==> src/rtl/sound_watchdog.sv <==
module sound_watchdog #(
  parameter int CNT_W = 16
) (
  input  logic             clk,
  input  logic             rst_n,
  input  logic             kick,
  input  logic             tick,
  input  logic [CNT_W-1:0] load_val,
  output logic             cpu_rst_req,
  output logic             heartbeat
);

  localparam logic [CNT_W-1:0] CNT_ONE = CNT_W'(1);

  typedef enum logic [1:0] {ST_ARM, ST_PULSE, ST_RUN, ST_DEAD} wd_state_t;

  wd_state_t        st;
  logic [CNT_W-1:0] cnt;
  logic             kick_q, tick_q, req_q, hb_q;
  logic             kick_ev, tick_ev, running, expire;

  assign kick_ev     = kick & ~kick_q;
  assign tick_ev     = tick & ~tick_q;
  assign running     = (st == ST_RUN);
  assign expire      = running & tick_ev & ~kick_ev & (cnt <= CNT_ONE);
  assign cpu_rst_req = req_q;
  assign heartbeat   = hb_q;

  always_ff @(posedge clk) begin
    if (!rst_n) begin
      st     <= ST_ARM;
      cnt    <= '0;
      kick_q <= 1'b0;
      tick_q <= 1'b0;
      req_q  <= 1'b0;
      hb_q   <= 1'b0;
    end else begin
      kick_q <= kick;
      tick_q <= tick;
      case (st)
        ST_ARM: begin
          st    <= ST_PULSE;
          req_q <= 1'b1;
        end
        ST_PULSE: begin
          st    <= ST_RUN;
          req_q <= 1'b0;
          cnt   <= load_val;
        end
        ST_RUN: begin
          if (kick_ev)      cnt <= load_val;
          else if (tick_ev) cnt <= cnt - CNT_ONE;
          if (tick_ev)      hb_q <= ~hb_q;
          if (expire) begin
            st    <= ST_DEAD;
            req_q <= 1'b1;
          end
        end
        ST_DEAD: ;
        default: st <= ST_ARM;
      endcase
    end
  end

  assert_reload_R3: assert property (@(posedge clk) disable iff (!rst_n)
    (running && kick_ev) |=> (cnt == $past(load_val)));

  assert_decrement_R4: assert property (@(posedge clk) disable iff (!rst_n)
    (running && tick_ev && !kick_ev) |=> (cnt == $past(cnt) - CNT_ONE));

  assert_hb_toggle_R6: assert property (@(posedge clk) disable iff (!rst_n)
    (running && tick_ev) |=> (heartbeat != $past(heartbeat)));

  assert_hb_hold_R6: assert property (@(posedge clk) disable iff (!rst_n)
    !(running && tick_ev) |=> $stable(heartbeat));

  assert_sticky_R8: assert property (@(posedge clk) disable iff (!rst_n)
    (cpu_rst_req && $past(cpu_rst_req)) |=> cpu_rst_req);

  assert_pulse_end_R2: assert property (@(posedge clk) disable iff (!rst_n)
    $fell(cpu_rst_req) |-> running);

endmodule

==> config.mk <==
export PLATFORM = sky130hd
export DESIGN_NAME = sound_watchdog
export DESIGN_NICKNAME = d
export VERILOG_FILES = /design/src/rtl/sound_watchdog.sv
export SDC_FILE = /design/constraint.sdc
export NUM_CORES = 1
export LEC_CHECK = 0
export CAP_MARGIN = 20
export CORE_UTILIZATION = 56
export DETAILED_ROUTE_END_ITERATION = 8
export PLACE_DENSITY = 0.85
export SLEW_MARGIN = 30
export SYNTH_ARGS = -nofsm -noshare
export SYNTH_HDL_FRONTEND = slang
export SYNTH_SLANG_ARGS = --single-unit
==> constraint.sdc <==
create_clock -name clk -period 2.9 [get_ports clk]
set_clock_uncertainty 0.1 [all_clocks]
set_input_delay 0.725 -clock clk [delete_from_list [all_inputs] [get_ports clk]]
set_output_delay 0.725 -clock clk [all_outputs]
set_load 0.02 [all_outputs]
==> results of run 1 <==
-- kinds of logic after synthesis --
group,Yosys count
compound gates,57
xor+xnor,1
fa+ha+maj,6
buf+inv,14
flops,22
mux,2
simple gates,63
-- flip-flops by register name, summed over array words and instances, names as in the netlist --
register     count
cnt             16
st               2
cpu_rst_req      1
heartbeat        1
kick_q           1
tick_q           1
-- cells in the final DEF, fill, tap and decap left out, types with 2 or more instances in the layout --
master / synthesis / routed
nor2_1: 15 / 15
a32o_1: 5 / 5
o21ai_0: 16 / 16
o32ai_1: 2 / 2
nand3_1: 7 / 7
a22o_1: 4 / 4
dfxtp_1: 22 / 22
or3_1: 2 / 2
a211oi_1: 6 / 6
clkbuf_4: 0 / 3
ha_1: 6 / 6
nor3b_1: 2 / 2
clkdlybuf4s50_1: 0 / 21
nand2_1: 15 / 15
a21oi_1: 8 / 8
and2_1: 3 / 3
nor3_1: 5 / 5
nor2b_1: 3 / 3
o31ai_1: 2 / 2
inv_1: 6 / 6
a22oi_1: 5 / 5
buf_4: 0 / 3
-- worst max-delay path, cell delays in order --
cell	delay, ns
clkdlybuf4s50_1	0.49
nor2b_1	0.39
o31a_1	0.25
buf_12	0.16
and2_0	0.29
o21ai_0	0.15
o221ai_1	0.08
-- through the flow --
stage	util [%]	hold WS, ns	worst slack (ns)
6_report	73.4	0.432	0.505
5_1_grt	73.4	0.463	0.358
4_1_cts	73.4	0.431	0.532
3_5_place_dp	71.8	0.405	0.201
3_3_place_gp	71.8	0.392	0.303
2_1_floorplan	-	0.367	1.01
-- metal layers --
| layer | GRT usage [%] | wire length, µm |
|---|---|---|
| met5 | 0 | 0 |
| met4 | 4.05 | 12 |
| met3 | 6.85 | 246 |
| met2 | 52.9 | 1670 |
| met1 | 35.5 | 1470 |
-- cell type report --
| class | count | share of cell area, % |
|---|---|---|
| Clock buffer | 4 | 2.19 |
| Sequential cell | 22 | 26.6 |
| Inverter | 7 | 1.59 |
| Tap cell | 28 | 2.12 |
| Timing Repair Buffer | 25 | 15.3 |
| Multi-Input combinational cell | 129 | 52.2 |
-- worst min-delay path by stage --
stage,end,cells after the start,startpoint,slack (ns)
after floorplan,cnt[9],2,cnt[9],0.37
after global placement,cnt[9],2,cnt[9],0.39
after detailed placement,heartbeat,2,heartbeat,0.41
after CTS,cnt[9],2,cnt[9],0.43
after global routing,heartbeat,2,heartbeat,0.46
final,cnt[9],2,cnt[9],0.43
-- power groups by stage --
stage	Sequential [mW]	Combinational, mW	Clock [mW]
after floorplan	0.519	0.687	0
after global placement	0.532	0.894	0
after detailed placement	0.540	0.921	0
after CTS	0.533	0.930	0.175
after global routing	0.553	1.04	0.188
final	0.535	0.938	0.174
==> metrics, run 1 <==
final WL 3400 µm; Port Buf Inserts 21; CP startpoint kind input pin; cell taking the most area after synthesis dfxtp_1; Peak VDD IR 0.000674 V; CTS Root Cell clkbuf_4; Switching Share 46.4%; I/O pins 22; post-layout min period 2.39 ns; Storage cell area 440 µm²; FP Rows 17; RSZ-0062 raised after global routing no; post-route cell area 0.00165 mm²; Synth Area in Compound Gates 30.1%; HPWL Detailed 2470 µm; non-filler cells, final 215; Slew @ Worst Pin 0.601 ns; number of antenna violations at the first check in global routing 0; mean post-synth cell area 8.24 µm²; Flop pwr share 32.5%; Die Span X 51.3 µm; total area of multi-input combinational cells 863 µm²; Final setup viols 0; worst r2r path cells 8; Worst-Skew Late Latency 0.32 ns; Worst EP arrival 2.53 ns; via count of the routed design 1357; largest net degree at the start of global routing 32; f_max 418 MHz; status complete, no violations; Area Growth Syn to Fin 21.7%; synth cell count leaders 22 x dfxtp_1, 16 x o21ai_0, 15 x nand2_1, 15 x nor2_1, 8 x a21oi_1; Max-slew headroom 59.6%; CTS Buf Count 3; CTS clk-pin slew, worst paths 0.14 ns; core area 0.00225 mm²; Worst setup startpoint kick; post-synthesis simple-gate area fraction 25.7%; Iteration-0 DRC Markers 52; largest family of logic cells by synthesized area compound AO/OA/AOI/OAI gates; Post-Synth Adder-Cell Area 5.52%; Worst R2R Start st[0]; Final period util 82.6%; postcts setup bufs 0; Slew Limit Fails 0; Final Hold Fails 0; First-pass DRT Iterations 5; CP Capture Point cnt[14]; Placer Congestion 0.861; die span in y 51.3 µm; Yosys reg bits 22; routed length per instance 15.8 µm; YS warnings 0; Final TNS setup 0 ns; first-pass GRT wire length 5810 µm; vias in the first global route 1299; number of enable flip-flop cells after synthesis 0; Leak 0.612 nW; Layout fillers 187; n_diodes 0; mux cell area share after synthesis 1.57%; total congestion overflow 0; clock sink count 22; drc violations 0; share of cells above drive strength 1 10.2%; CTS tree yes; Net Switching 0.764 mW; CP Max Fanout 21; synth top area cells dfxtp_1 32%, o21ai_0 5.9%, ha_1 5.5%, nand2_1 4.1%, nor2_1 4.1%; R2R Path End cnt[14]; Netlist cell types 45; Seq/Total Area, Yosys 32.4%; Area after DPL 0.00162 mm²; MaxCap Viol Count 0; Worst setup EP type flop; die area 0.00263 mm²; clock power share 10.5%; power per cell area 996 mW/mm²; final net count 214; combinational power share 57.0%; hold_buf cts 0; total power 1.65 mW; placed insts 211; FF-to-FF setup slack 0.76 ns; Hold WC Path Type reg -> reg; Mapped Area 0.00136 mm²; Mapped Cells 165; Synth Area in XOR/XNOR 0.645%; GRT Util Overall 29.2%; internal power 0.883 mW; post-route ant nets 0; WP data required 3.03 ns; Yosys top cell area share 32.4%; H-tree depth 1; Synth async-reset ratio 0%; CTS resizes 0; most frequent cell after synthesis dfxtp_1; dominant synthesized flop cell dfxtp_1; Max Root-Sink Buffers 2; Syn Nets 191; Setup CP Type in -> reg; Initial Utilization 60.3%; Vias/cell 6.31
No activity file was read; power rests on OpenSTA's default activity.
==> inputs of run 2 (changes only) <==
CORE_UTILIZATION = 47   (was 56)
PLACE_DENSITY = 0.76   (was 0.85)
clock period = 2.1 ns   (was 2.9 ns; I/O delays follow)
==> metrics, run 2 (synthesized netlist as in run 1, its figures left out) <==
final net count 227; Iteration-0 DRC Markers 61; GRT Util Overall 24.5%; CP Max Fanout 5; Worst setup startpoint cnt[0]; n_diodes 0; total congestion overflow 0; final WL 3540 µm; Final period util 94.1%; Die Span X 55.8 µm; CP Cell Sequence inv_1 -> ha_1 -> o2111ai_1 -> o41ai_4 -> and2_2 -> a211oi_1; Worst setup EP type flop; largest register by flop count cnt; CTS Buf Count 3; MaxCap Viol Count 0; Vias/cell 6.03; post-route ant nets 0; commonest non-fill, non-tap cell in the layout clkdlybuf4s50_1; post-layout util 63.7%; Largest delay share family, worst path compound AO/OA/AOI/OAI gates; core area 0.00276 mm²; Leak 0.672 nW; Hold Path Cell Cnt 2; hold path start cnt[9]; FP Rows 19; Initial Utilization 49.3%; First-pass DRT Iterations 4; HPWL Detailed 2650 µm; hold endpoint cnt[9]; most frequent cells in the layout 21 x clkdlybuf4s50_1, 20 x dfxtp_1, 16 x o21ai_0, 16 x buf_4; final setup margin 0.124 ns; Hold WC Path Type reg -> reg; total power 2.41 mW; first-pass GRT wire length 6060 µm; CTS clk-pin slew, worst paths 0.13 ns; post-layout min period 1.98 ns; CTS Root Cell clkbuf_4; Final Hold Fails 0; CP startpoint kind flop; worst r2r path cells 6; number of antenna violations at the first check in global routing 0; Area Growth Syn to Fin 29.2%; Max-slew headroom 64.7%; Max stage delay on crit path 0.47 ns; Worst-Skew Late Latency 0.32 ns; Setup CP Type reg -> reg; final hold slack 0.431 ns; Peak VDD IR 0.000788 V; Slew Limit Fails 0; RSZ-0062 raised after global routing yes; H-tree depth 1; vias in the first global route 1317; WP data required 2.23 ns; largest registers cnt (16), st (2); status complete, no violations; I/O pins 22; Worst EP arrival 2.11 ns; Layout fillers 254; Slew @ Worst Pin 0.526 ns; CP max stage cell dfxtp_1; Placer Congestion 0.887; FF-to-FF setup slack 0.12 ns; power per cell area 1370 mW/mm²; Port Buf Inserts 21; via count of the routed design 1388; largest net degree at the start of global routing 24; routed length per instance 15.4 µm; Final setup viols 0; CP Buf/Inv Count 1; Max Root-Sink Buffers 2; share of cells above drive strength 1 17.1%; clock sink count 22; max FFs per register 16; pre-CTS setup slack -0.189 ns; R2R Path End st[1]; f_max 506 MHz; Worst R2R Start cnt[0]; die span in y 55.8 µm; die area 0.00311 mm²; CTS tree yes; drc violations 0
run 2: changes by cell type in the layout (fill, tap and decap cells not counted), sizes merged:
cell / before / now
buf: 4 / 17
clkbuf: 4 / 3
run 2: stage by stage:
stage | instance area [µm²] | setup TNS, ns | cells
after detailed placement | 1720 | -2.65 | 227
after CTS | 1740 | 0 | 230
after global routing | 1760 | -0.00656 | 230
after global placement | 1720 | -1.49 | 227
after floorplan | 1360 | 0 | 165
final | 1760 | 0 | 230
run 2: worst max-delay path by stage:
stage / slack (ns) / endpoint / cells after the start
after floorplan: 0.27 / cnt[15] / 8
after global placement: -0.12 / cnt[2] / 7
after detailed placement: -0.19 / st[1] / 6
after CTS: 0.05 / cnt[2] / 8
after global routing: -0.007 / st[1] / 6
final: 0.12 / st[1] / 6
run 2: final cells by class:
cell class | instances | area (µm²) | area share, %
Clock buffer | 3 | 22.5 | 1.28
Inverter | 7 | 26.3 | 1.50
Multi-Input combinational cell | 129 | 875 | 49.8
Sequential cell | 22 | 443 | 25.2
Tap cell | 31 | 38.8 | 2.21
Timing Repair Buffer | 38 | 350 | 20.0
run 2: timing repair:
action / 4_1_cts / 5_1_grt
hold buffers: 0 / 0
hold endpoints to repair: 0 / 0
setup buffers: 0 / 0
endpoints found under the setup margin: 0 / 14
gates resized for setup: 0 / 5
run 2: per-layer routing:
metal / vias to the layer above / global-route usage [%] / part of all wire [%]
li1: 686 / - / -
met1: 658 / 32.1 / 46
met2: 39 / 41.8 / 48
met3: 5 / 2.09 / 4.0
met4: 0 / 9.64 / 1.4
met5: - / 0 / 0
run 2: worst min-delay path, delay by kind of cell, from the launching register on:
kind	cells	cell delay, ns
flops	1	0.36
simple gates	1	0.07
compound gates	1	0.07
run 2: where the power goes:
group	switching [mW]	internal [mW]
logic	0.781	0.676
clock network	0.133	0.0673
registers	0.191	0.557
==> inputs of run 3 (changes only) <==
RECOVER_POWER = 100   (was not set)
SKIP_LAST_GASP = 1   (was not set)
==> metrics, run 3 (synthesized netlist as in run 1, its figures left out) <==
status complete, no violations; post-route cell area 0.00175 mm²; Vias/cell 6.00; power per cell area 1360 mW/mm²; Port Buf Inserts 21; Leak 0.673 nW; First-pass DRT Iterations 4; placed insts 227; die span in y 55.8 µm; I/O pins 22; Setup CP Type reg -> out; CTS Buf Count 3; final WL 3560 µm; Iteration-0 DRC Markers 60; Max Root-Sink Buffers 2; share of cells above drive strength 1 16.6%; GRT Util Overall 24.5%; Worst EP arrival 1.37 ns; total congestion overflow 0; worst r2r path cells 6; Layout fillers 255; FF-to-FF setup slack 0.11 ns; clock sink count 22; HPWL Detailed 2650 µm; Worst setup EP type output port; post-layout min period 2.00 ns; largest registers cnt (16), st (2); total power 2.38 mW; first-pass GRT wire length 6060 µm; via count of the routed design 1381; Peak VDD IR 0.000783 V; Hold Path Cell Cnt 2; MaxCap Viol Count 0; Slew @ Worst Pin 0.521 ns; Max stage delay on crit path 0.68 ns; hold endpoint heartbeat; routed length per instance 15.5 µm; FP Rows 19; post-route ant nets 0; most frequent cells in the layout 20 x dfxtp_1, 19 x clkdlybuf4s50_1, 16 x o21ai_0; final hold slack 0.427 ns; CTS tree yes; Hold WC Path Type reg -> reg; CP Max Fanout 2; die area 0.00311 mm²; CTS clk-pin slew, worst paths 0.13 ns; largest register by flop count cnt; Max-slew headroom 65.0%; Largest delay share family, worst path buffers and inverters; total area of multi-input combinational cells 875 µm²; Slew Limit Fails 0; vias in the first global route 1317; R2R Path End st[1]; hold path start heartbeat; Worst-Skew Late Latency 0.32 ns; Storage cell area 443 µm²; number of antenna violations at the first check in global routing 0; H-tree depth 1; n_diodes 0; Worst R2R Start cnt[0]; max FFs per register 16; CP startpoint kind flop; final net count 227; post-layout util 63.5%; CP Cell Sequence dlygate4sd3_1; Initial Utilization 49.3%; Final Hold Fails 0; Final period util 95.1%; Area after DPL 0.00172 mm²; Area Growth Syn to Fin 28.9%; largest net degree at the start of global routing 24; commonest non-fill, non-tap cell in the layout dfxtp_1; core area 0.00276 mm²; WP data required 1.47 ns; non-filler cells, final 230; Placer Congestion 0.887; Die Span X 55.8 µm; CTS Root Cell clkbuf_4; RSZ-0062 raised after global routing yes; CP Buf/Inv Count 1; Final setup viols 0; drc violations 0; CP max stage cell dlygate4sd3_1; f_max 501 MHz
## run 3: cell types whose count changed in the layout (fill, tap and decap cells not counted), sizes merged
| cell | delta |
|---|---|
| clkdlybuf4s50 | -2 |
| clkbuf | +4 |
| dlygate4sd3 | +2 |
| buf | -4 |
## run 3: area by class of cell
type                    count  share of cell area, %
well taps                  31                   2.21
repair buffers             38                   19.8
inverters                   7                   1.50
multi-input cells         129                   49.9
clock buffers               3                   1.29
flip-flops and latches     22                   25.3
## run 3: how the worst max path moves through the flow
stage                 from           to  slack (ns)  cells past startpoint
6_report       cpu_rst_req  cpu_rst_req        0.10                      1
3_3_place_gp          kick       cnt[2]       -0.12                      7
2_1_floorplan        st[0]      cnt[15]        0.27                      8
3_5_place_dp          tick        st[1]       -0.19                      6
5_1_grt             cnt[0]        st[1]      -0.007                      6
4_1_cts              st[0]       cnt[2]        0.05                      8
## run 3: report_power, final
group	total, mW	internal (mW)	switching [mW]
Clock	0.201	0.0673	0.133
Combinational	1.43	0.656	0.776
Sequential	0.747	0.557	0.190
Total	2.38	1.28	1.10
## run 3: per-layer routing
layer | vias up | part of all wire (%) | global-route usage, %
met2 | 46 | 48 | 41.8
met5 | - | 0 | 0
met1 | 648 | 45 | 32.1
met3 | 5 | 5.2 | 2.09
li1 | 682 | - | -
met4 | 0 | 1.4 | 9.64
## run 3: metrics by stage
| stage | worst slack, ns | setup TNS (ns) |
|---|---|---|
| after global placement | -0.119 | -1.49 |
| final | 0.102 | 0 |
| after floorplan | 0.274 | 0 |
| after detailed placement | -0.189 | -2.65 |
| after global routing | -0.00656 | -0.0111 |
| after CTS | 0.0466 | 0 |
## run 3: timing repair
action                                  CTS  global route
buffers inserted                          0             0
endpoints found under the setup margin    0            14
gates resized for setup                   0             5
hold buffers                              0             0
